===== config.mk =====
export PLATFORM = sky130hd
export DESIGN_NAME = pwm_cmp_unit
export DESIGN_NICKNAME = d
export VERILOG_FILES = /design/src/rtl/pwm_cmp_pkg.sv /design/src/rtl/pwm_cmp_shadow.sv /design/src/rtl/pwm_cmp_match.sv /design/src/rtl/pwm_cmp_unit.sv
export SDC_FILE = /design/constraint.sdc
export NUM_CORES = 1
export LEC_CHECK = 0
export BUFFER_PORTS_ARGS = -buffer_cell sky130_fd_sc_hd__buf_2
export CAP_MARGIN = 20
export CORE_MARGIN = 2
export CORE_UTILIZATION = 53
export DETAILED_ROUTE_END_ITERATION = 8
export PLACE_DENSITY = 0.8
export SLEW_MARGIN = 40
export SYNTH_ARGS = -nofsm -noshare
export SYNTH_HDL_FRONTEND = slang
export SYNTH_SLANG_ARGS = --single-unit

===== constraint.sdc =====
create_clock -name clk -period 2.1 [get_ports clk]
set_input_delay 0.105 -clock clk [delete_from_list [all_inputs] [get_ports clk]]
set_output_delay 0.105 -clock clk [all_outputs]
set_load 0.02 [all_outputs]

===== src/rtl/pwm_cmp_pkg.sv =====
package pwm_cmp_pkg;
    localparam int unsigned CMP_CNT_W    = 16;
    localparam int unsigned CMP_BUS_W    = 32;
    localparam int unsigned CMP_MODE_BIT = 24;

    typedef enum logic {
        WSEL_VALUE = 1'b0,
        WSEL_MODE  = 1'b1
    } wr_sel_e;
endpackage


===== src/rtl/pwm_cmp_shadow.sv =====
module pwm_cmp_shadow #(
    parameter int unsigned CNT_W = 16
) (
    input  logic             clk,
    input  logic             rst_n,
    input  logic             val_wr_i,
    input  logic [CNT_W-1:0] val_i,
    input  logic             mode_i,
    input  logic             mode_wr_i,
    input  logic             period_strobe_i,
    output logic [CNT_W-1:0] act_val_o,
    output logic             act_down_o,
    output logic             pending_o
);
    typedef struct packed {
        logic [CNT_W-1:0] buf_val;
        logic             buf_down;
        logic             pend;
        logic [CNT_W-1:0] act_val;
        logic             act_down;
    } shadow_t;

    shadow_t st_d, st_q;
    logic    commit;

    always_comb begin
        st_d   = st_q;
        commit = st_q.pend && period_strobe_i;
        if (commit) begin
            st_d.act_val  = st_q.buf_val;
            st_d.act_down = st_q.buf_down;
            st_d.pend     = 1'b0;
        end
        if (val_wr_i) begin
            st_d.buf_val  = val_i;
            st_d.buf_down = mode_i;
        end
        if (mode_wr_i) begin
            st_d.pend = 1'b1;
        end
    end

    always_ff @(posedge clk or negedge rst_n) begin
        if (!rst_n) st_q <= '0;
        else        st_q <= st_d;
    end

    assign act_val_o  = st_q.act_val;
    assign act_down_o = st_q.act_down;
    assign pending_o  = st_q.pend;

    // active settings only move on a commit
    p_hold_active_r2: assert property (@(posedge clk) disable iff (!rst_n)
        !(pending_o && period_strobe_i) |=> ($stable(act_val_o) && $stable(act_down_o)));

    // a mode-update write arms the pending flag
    p_mode_arms_r3: assert property (@(posedge clk) disable iff (!rst_n)
        mode_wr_i |=> pending_o);

    // a boundary with an armed update clears it
    p_commit_clears_r3: assert property (@(posedge clk) disable iff (!rst_n)
        (pending_o && period_strobe_i && !mode_wr_i) |=> !pending_o);
endmodule


===== src/rtl/pwm_cmp_match.sv =====
module pwm_cmp_match #(
    parameter int unsigned CNT_W = 16
) (
    input  logic             clk,
    input  logic             rst_n,
    input  logic [CNT_W-1:0] cnt_i,
    input  logic             cnt_down_i,
    input  logic             left_align_i,
    input  logic             period_strobe_i,
    input  logic [CNT_W-1:0] act_val_i,
    input  logic             act_down_i,
    output logic             match_o
);
    typedef struct packed {
        logic fired_up;
        logic fired_dn;
        logic match;
    } match_t;

    match_t mt_d, mt_q;
    logic   dir_dn, dir_ok, equal, hit, base_up, base_dn, already;

    always_comb begin
        mt_d    = mt_q;
        dir_dn  = !left_align_i && cnt_down_i;
        dir_ok  = left_align_i || (cnt_down_i == act_down_i);
        equal   = (cnt_i == act_val_i);
        hit     = equal && dir_ok;
        base_up = period_strobe_i ? 1'b0 : mt_q.fired_up;
        base_dn = period_strobe_i ? 1'b0 : mt_q.fired_dn;
        already = dir_dn ? base_dn : base_up;
        mt_d.match    = hit && !already;
        mt_d.fired_up = base_up || (mt_d.match && !dir_dn);
        mt_d.fired_dn = base_dn || (mt_d.match && dir_dn);
    end

    always_ff @(posedge clk or negedge rst_n) begin
        if (!rst_n) mt_q <= '0;
        else        mt_q <= mt_d;
    end

    assign match_o = mt_q.match;

    // in center mode a pulse follows a sample taken in the active direction
    p_dir_qual_r6: assert property (@(posedge clk) disable iff (!rst_n)
        (match_o && !$past(left_align_i)) |-> ($past(cnt_down_i) == $past(act_down_i)));

    // a pulse is one cycle long
    p_single_pulse_r9: assert property (@(posedge clk) disable iff (!rst_n)
        match_o |=> !match_o);

    // a pulse needs the counter at the compare value one cycle earlier
    p_equal_before_r9: assert property (@(posedge clk) disable iff (!rst_n)
        $rose(match_o) |-> ($past(cnt_i) == $past(act_val_i)));
endmodule


===== src/rtl/pwm_cmp_unit.sv =====
module pwm_cmp_unit
    import pwm_cmp_pkg::*;
#(
    parameter int unsigned CNT_W    = CMP_CNT_W,
    parameter int unsigned BUS_W    = CMP_BUS_W,
    parameter int unsigned MODE_BIT = CMP_MODE_BIT
) (
    input  logic             clk,
    input  logic             rst_n,
    input  logic             wr_en_i,
    input  logic             wr_sel_i,
    input  logic [BUS_W-1:0] wr_data_i,
    input  logic [CNT_W-1:0] cnt_i,
    input  logic             cnt_down_i,
    input  logic             left_align_i,
    input  logic             period_strobe_i,
    output logic             match_o
);
    logic             val_wr, mode_wr, act_down, pending;
    logic [CNT_W-1:0] val, act_val;
    logic             mode_bit;

    always_comb begin
        val_wr   = wr_en_i && (wr_sel_e'(wr_sel_i) == WSEL_VALUE);
        mode_wr  = wr_en_i && (wr_sel_e'(wr_sel_i) == WSEL_MODE);
        val      = wr_data_i[CNT_W-1:0];
        mode_bit = wr_data_i[MODE_BIT];
    end

    pwm_cmp_shadow #(.CNT_W(CNT_W)) u_shadow (
        .clk             (clk),
        .rst_n           (rst_n),
        .val_wr_i        (val_wr),
        .val_i           (val),
        .mode_i          (mode_bit),
        .mode_wr_i       (mode_wr),
        .period_strobe_i (period_strobe_i),
        .act_val_o       (act_val),
        .act_down_o      (act_down),
        .pending_o       (pending)
    );

    pwm_cmp_match #(.CNT_W(CNT_W)) u_match (
        .clk             (clk),
        .rst_n           (rst_n),
        .cnt_i           (cnt_i),
        .cnt_down_i      (cnt_down_i),
        .left_align_i    (left_align_i),
        .period_strobe_i (period_strobe_i),
        .act_val_i       (act_val),
        .act_down_i      (act_down),
        .match_o         (match_o)
    );

    // in left-aligned counting a pulse needs only equality
    p_left_equal_r7: assert property (@(posedge clk) disable iff (!rst_n)
        (match_o && $past(left_align_i)) |-> ($past(cnt_i) == $past(act_val)));

    // nothing is pending out of reset until a mode-update write
    p_no_pending_r1: assert property (@(posedge clk) disable iff (!rst_n)
        ($rose(pending)) |-> $past(mode_wr));
endmodule


==> results of run 1 <==
==> metrics by stage <==
| stage | utilization [%] | area (sq um) | cells | hold slack, ns |
|---|---|---|---|---|
| final | 72.1 | 2180 | 225 | 0.0240 |
| after global placement | 63.3 | 1920 | 197 | 0.232 |
| after detailed placement | 63.3 | 1920 | 197 | 0.247 |
| after global routing | 72.1 | 2180 | 225 | 0.0179 |
| after CTS | 72.1 | 2180 | 225 | 0.00201 |
| after floorplan | - | 1660 | 114 | -0.191 |
==> worst max path at each step <==
stage / from / to / slack [ns] / depth (start not counted)
5_1_grt: u_shadow.act_val_o[11] / u_match.mt_q[1] / 0.48 / 4
4_1_cts: u_shadow.act_val_o[11] / u_match.mt_q[1] / 0.57 / 4
2_1_floorplan: u_shadow.act_val_o[11] / u_match.mt_q[1] / 0.79 / 4
6_report: u_shadow.act_val_o[11] / u_match.mt_q[1] / 0.60 / 4
3_5_place_dp: u_shadow.act_val_o[11] / u_match.mt_q[1] / 0.61 / 4
3_3_place_gp: u_shadow.act_val_o[11] / u_match.mt_q[1] / 0.66 / 4
==> cell usage in the layout (no fill, tap or decap) <==
master | Yosys | layout
o21ai_0 | 1 | 1
buf_4 | 0 | 3
nor4_4 | 1 | 1
o2111a_1 | 1 | 1
nand2_1 | 2 | 2
clkbuf_4 | 0 | 5
inv_1 | 3 | 3
nor4_2 | 1 | 1
dfrtp_1 | 38 | 38
nor2_1 | 3 | 3
nor3_1 | 1 | 1
dlygate4sd3_1 | 0 | 20
nand3_1 | 1 | 1
xor2_1 | 12 | 12
nand3b_1 | 1 | 1
nand3_2 | 1 | 1
o41ai_2 | 1 | 1
clkinvlp_4 | 0 | 1
xnor2_1 | 5 | 5
clkbuf_8 | 0 | 1
nand2b_1 | 2 | 2
buf_2 | 3 | 39
nor4_1 | 1 | 1
nor2b_1 | 1 | 1
clkinv_2 | 0 | 1
mux2_2 | 34 | 34
o32ai_2 | 1 | 1
==> logic make-up after synthesis <==
kind of cell,Yosys count,synth area share [%]
muxes,34,23.0
and+or+nand+nor,15,6.32
AOI/OAI and AO/OA,4,2.93
buffers and inverters,6,1.58
DFF,38,57.2
xor gates and xnor gates,17,8.95
==> synthesized netlist by cell type (2+ instances only) <==
cell type,instances
mux2_2,34
nand2_1,2
dfrtp_1,38
inv_1,3
xor2_1,12
nand2b_1,2
nor2_1,3
xnor2_1,5
buf_2,3
==> sequential cells by signal, indices dropped and copies added, names as in the netlist <==
register	flops
u_shadow.act_down_o	1
u_match.match_o	1
u_match.mt_q	2
u_shadow.pending_o	1
u_shadow.st_q	17
u_shadow.act_val_o	16
==> critical path: stages (launching register included) <==
cell and delay [ns]:
dfrtp_1 0.40, xor2_1 0.17, nor4_2 0.35, nand3_2 0.17, o41ai_2 0.31
==> area by class of cell <==
type / instances / area share (%)
inverters: 3 / 0.515
repair buffers: 62 / 19.1
clock buffers: 6 / 2.35
clock inverters: 2 / 0.573
well taps: 44 / 2.52
flip-flops and latches: 38 / 43.5
multi-input cells: 70 / 31.4
==> repair_timing <==
item / CTS / global route
hold buffers: 20 / 0
endpoints found under the hold margin: 56 / 0
endpoints found under the setup margin: 0 / 0
==> power by group through the flow <==
stage               Clock, mW  Sequential [mW]  Combinational (mW)
detailed placement          0            0.987               0.373
global placement            0            0.973               0.354
global route            0.447            0.990               0.434
CTS                     0.419            0.971               0.403
finish                  0.405            0.970               0.397
floorplan                   0            0.959               0.276
==> layer usage <==
layer	up-vias	part of all wire, %	GRT usage (%)
li1	527	-	-
met1	530	40	22.3
met2	29	54	37.3
met3	7	3.8	4.76
met4	0	2.1	10.8
met5	-	0	0
==> results.ini, run 1 <==
[finish]
regArea_sq_um=951
areaGrowthSynthToFinish_pct=31.4
fin_nets=235
multi_input_area_sq_um=686
antenna_cells=0
fillerInstances=223
drive_gt1_share_pct=49.2

[grt]
grt_use_total_pct=20.7
grt_overflow_total=0
antenna_found_initial=0
grt_pass1_wl_microns=5180
grt_pass1_vias=1187
grt_max_degree=39

[worst_hold_path]
min_delay_worst_endpoint=u_shadow.pending_o
hold_start=period_strobe_i
hold_path.class=input pin to flip-flop
whs_path_depth=2

[die]
die_w_microns=60.0
core_area_sq_um=3030
rows=20
dieArea_sq_um=3600
initial_core_util_pct=54.9
io-pin-count=56
die_y_microns=60.0

[cts]
insertion_delay_ns=0.35
clock_path_buffers=2
cts_tree=built
root_buffer=clkbuf_4
cts_made_buffers=5
cts.repair.resized=0
clk_pin_slew_ns=0.12
cts_sinks=38
htree_num_levels=2
post_cts_buffers=0

[sta]
rsz0062_at_grt=false
final_max_slew_viol_count=0
hold_viol=0
worstMarginPinSlew_ns=0.466
setup_violations=0
finClkSkew_ns=0.0124
finalSetupTns_ns=0
max_freq_mhz=665
layout_min_cycle_time_ns=1.50
relSlewSlack_pct=69.0
timing.final.crit_share_pct=71.7
setup_ws_ns=0.595

[placement]
dpl.hpwl_microns=2120
pre_cts_ws_ns=0.607
globalplace.congestion=0.854
portBuffers=40

[pwr]
p_int_mw=1.28
power_mw=1.77
power_frac_comb_pct=22.4
ir_drop_mv=0.601
p_sw_mw=0.492
power_frac_clock_pct=22.9
p_leak_nw=0.985
switching_share_pct=27.8
powerDensity_nw_per_um2=811
seq_power_share_pct=54.7

[yosys]
synth-seq-area-share_pct=57.2
synthFlopType=dfrtp_1
synth_edf_count=0
synth-warning-count=0
synth-seq-cells=38
netlist_top_cells_area=dfrtp_1 (57%), mux2_2 (23%), xor2_1 (6.3%)
yosysTopAreaCell=dfrtp_1
synth_top_area_share_pct=57.2
synthCells=114
syn_avg_cell_area_sq_um=14.6
synth_cell_types=21
async_reset_ff_share_pct=100
netlist_area_sq_um=1660
synth_nets=169

[routing]
wirelength_microns=3210
vias=1093
drc=0
firstDrtPassIters=4
drt-vias-per-instance=4.86
avgRoutedWirePerCell_microns=14.3
drt_iter0_drc=27
postRouteAntennaNets=0

[critical_path]
worstPathRequired_ns=2.35
r2r-end=u_match.mt_q[1]
crit_path_end_kind=flip-flop
startpoint_type=flip-flop
worstPathArrival_ns=1.75
critPathKind=flip-flop to flip-flop
reg2reg_depth=4
path_max_fanout=3
reg2reg_setup_slack_ns=0.60
worstReg2RegStart=u_shadow.act_val_o[11]

[flow_run]
max_cap_violations=0

[status]
status=finished clean

Power figures use the tool's default switching activity.
==> run 2: changes to the inputs <==
--- a/config.mk
+++ b/config.mk
@@ -8,9 +8,9 @@
 export BUFFER_PORTS_ARGS = -buffer_cell sky130_fd_sc_hd__buf_2
 export CAP_MARGIN = 20
 export CORE_MARGIN = 2
-export CORE_UTILIZATION = 53
+export CORE_UTILIZATION = 49
 export DETAILED_ROUTE_END_ITERATION = 8
-export PLACE_DENSITY = 0.8
+export PLACE_DENSITY = 0.75
 export SLEW_MARGIN = 40
 export SYNTH_ARGS = -nofsm -noshare
 export SYNTH_HDL_FRONTEND = slang
==> constraint.sdc (replaced) <==
create_clock -name clk -period 1.5 [get_ports clk]
set_input_delay 0.075 -clock clk [delete_from_list [all_inputs] [get_ports clk]]
set_output_delay 0.075 -clock clk [all_outputs]
set_load 0.02 [all_outputs]
==> run 2 against run 1 <==
Compared with the run above:
- power is 44% higher
- clock power is 56% higher
- sequential cell count stayed put
- clock skew is 0.0016 ns lower
- count of clock-buffer cells in the layout is 2 higher
- register-to-register slack worse by 0.54 ns
- critical path depth stayed put
- largest power group unchanged
==> results.ini, run 2 (same netlist as run 1, synthesis figures left out) <==
[sta]
final_max_slew_viol_count=0  ; unchanged
finClkSkew_ns=0.0108  ; -0.00156 ns
max_freq_mhz=690  ; +3.8%
relSlewSlack_pct=70.1  ; +1.1 points
layout_min_cycle_time_ns=1.45  ; -0.0557 ns
setup_ws_ns=0.0509  ; -0.544 ns
finalSetupTns_ns=0  ; unchanged
worstMarginPinSlew_ns=0.449  ; -0.0166 ns
setup_violations=0  ; unchanged
timing.final.crit_share_pct=96.6  ; +25 points
hold_viol=0  ; unchanged
rsz0062_at_grt=true

[critical_path]
startpoint_type=flip-flop
worstPathArrival_ns=1.70  ; -0.05 ns
path_max_fanout=3  ; unchanged
critPathKind=flip-flop to flip-flop
worstPathRequired_ns=1.75  ; -0.60 ns
crit_path_end_kind=flip-flop

[placement]
portBuffers=40  ; unchanged
dp.cells=201  ; +2.0%
globalplace.congestion=0.674  ; -21%
dpl.hpwl_microns=2170  ; +2.3%
pre_cts_ws_ns=0.0158  ; -0.591 ns

[die]
rows=21  ; +5.0%
core_area_sq_um=3280  ; +8.5%
die_y_microns=62.3  ; +3.7%
io-pin-count=56  ; unchanged
die_w_microns=62.3  ; +3.7%
initial_core_util_pct=50.6  ; -4.3 points
dieArea_sq_um=3880  ; +7.6%

[grt]
grt_use_total_pct=17.6  ; -3.1 points
grt_pass1_wl_microns=5260  ; +1.7%
grt_pass1_vias=1186  ; -0.084%
antenna_found_initial=0  ; unchanged
grt_overflow_total=0  ; unchanged
grt_max_degree=39  ; unchanged

[cts]
insertion_delay_ns=0.34  ; about the same
clk_pin_slew_ns=0.11  ; about the same
root_buffer=clkbuf_4
cts_tree=built
htree_num_levels=2  ; unchanged
post_cts_buffers=0  ; unchanged
clock_path_buffers=2  ; unchanged
cts_sinks=38  ; unchanged
cts_made_buffers=5  ; unchanged

[routing]
avgRoutedWirePerCell_microns=13.1  ; -8.4%
drt_iter0_drc=15  ; -44%
wirelength_microns=3000  ; -6.4%
postRouteAntennaNets=0  ; unchanged
vias=1089  ; -0.37%
firstDrtPassIters=4  ; unchanged
drc=0  ; unchanged
drt-vias-per-instance=4.73  ; -2.5%

[worst_hold_path]
hold_path.class=input pin to flip-flop

[pwr]
powerDensity_nw_per_um2=1140  ; +41%
ir_drop_mv=0.717  ; +19%
power_mw=2.55  ; +44%
p_leak_nw=1.01  ; +2.4%

[finish]
drive_gt1_share_pct=50.0  ; +0.83 points
finalNonFillerCells=230  ; +2.2%
fin_nets=238  ; +1.3%
antenna_cells=0  ; unchanged
layout_commonest_cell=buf_2
largest_register_ffs=17  ; unchanged
areaGrowthSynthToFinish_pct=34.2
final_cell_mix=buf_2 (40), dfrtp_1 (38), mux2_2 (34), dlygate4sd3_1 (21), xor2_1 (12)
largest-register=u_shadow.st_q

[status]
status=finished clean

[flow_run]
max_cap_violations=0  ; unchanged

## run 2: metal layers
| metal | vias up | global-route usage (%) | share of wire, % |
|---|---|---|---|
| li1 | 535 | - | - |
| met4 | 0 | 5.83 | 1.4 |
| met1 | 520 | 21.0 | 41 |
| met5 | - | 0 | 0 |
| met3 | 6 | 5.80 | 4.9 |
| met2 | 28 | 30.2 | 53 |
## run 2: final cells by class
cell class / instances / area (sq um)
inverters: 3 / 11.3
fillers: 253 / 1050
flip-flops and latches: 38 / 951
multi-input cells: 70 / 692
repair buffers: 65 / 440
clock buffers: 8 / 78.8
well taps: 46 / 57.6
## run 2: power by group
group	switching, mW	total (mW)	internal (mW)
Sequential	0.130	1.36	1.23
Clock	0.309	0.630	0.320
Combinational	0.221	0.565	0.344
## run 2: worst paths after layout
path	cells after the start	from	endpoint	slack, ns
worst max-delay path	4	u_shadow.act_val_o[1]	u_match.mt_q[2]	0.05
worst min-delay path	3	left_align_i	u_match.match_o	0.03
worst max register to register	4	u_shadow.act_val_o[1]	u_match.mt_q[2]	0.05
worst min register to register	2	u_match.mt_q[1]	u_match.mt_q[1]	0.51
max in group asynchronous	3	rst_n	u_shadow.act_val_o[13]	0.89
min in group asynchronous	3	rst_n	u_shadow.st_q[22]	0.29
## run 2: what timing repair did
item | in CTS | in global routing
endpoints found under the setup margin | 1 | 2
gates resized for setup | 0 | 1
hold buffers | 21 | 0
pin swaps | 2 | 2
endpoints found under the hold margin | 57 | 0
## run 2: through the flow
stage | utilization [%] | cell area, sq um | hold WS [ns]
2_1_floorplan | - | 1660 | -0.221
3_3_place_gp | 58.9 | 1940 | 0.137
3_5_place_dp | 58.9 | 1940 | 0.142
4_1_cts | 67.7 | 2220 | 0.0124
5_1_grt | 67.9 | 2230 | 0.0362
6_report | 67.9 | 2230 | 0.0266
## run 2: critical path, cell delays in order, from the launching register on
cell and delay, ns:
dfrtp_1 0.40, xor2_1 0.17, nor4_2 0.30, nand3_1 0.19, o32ai_2 0.30
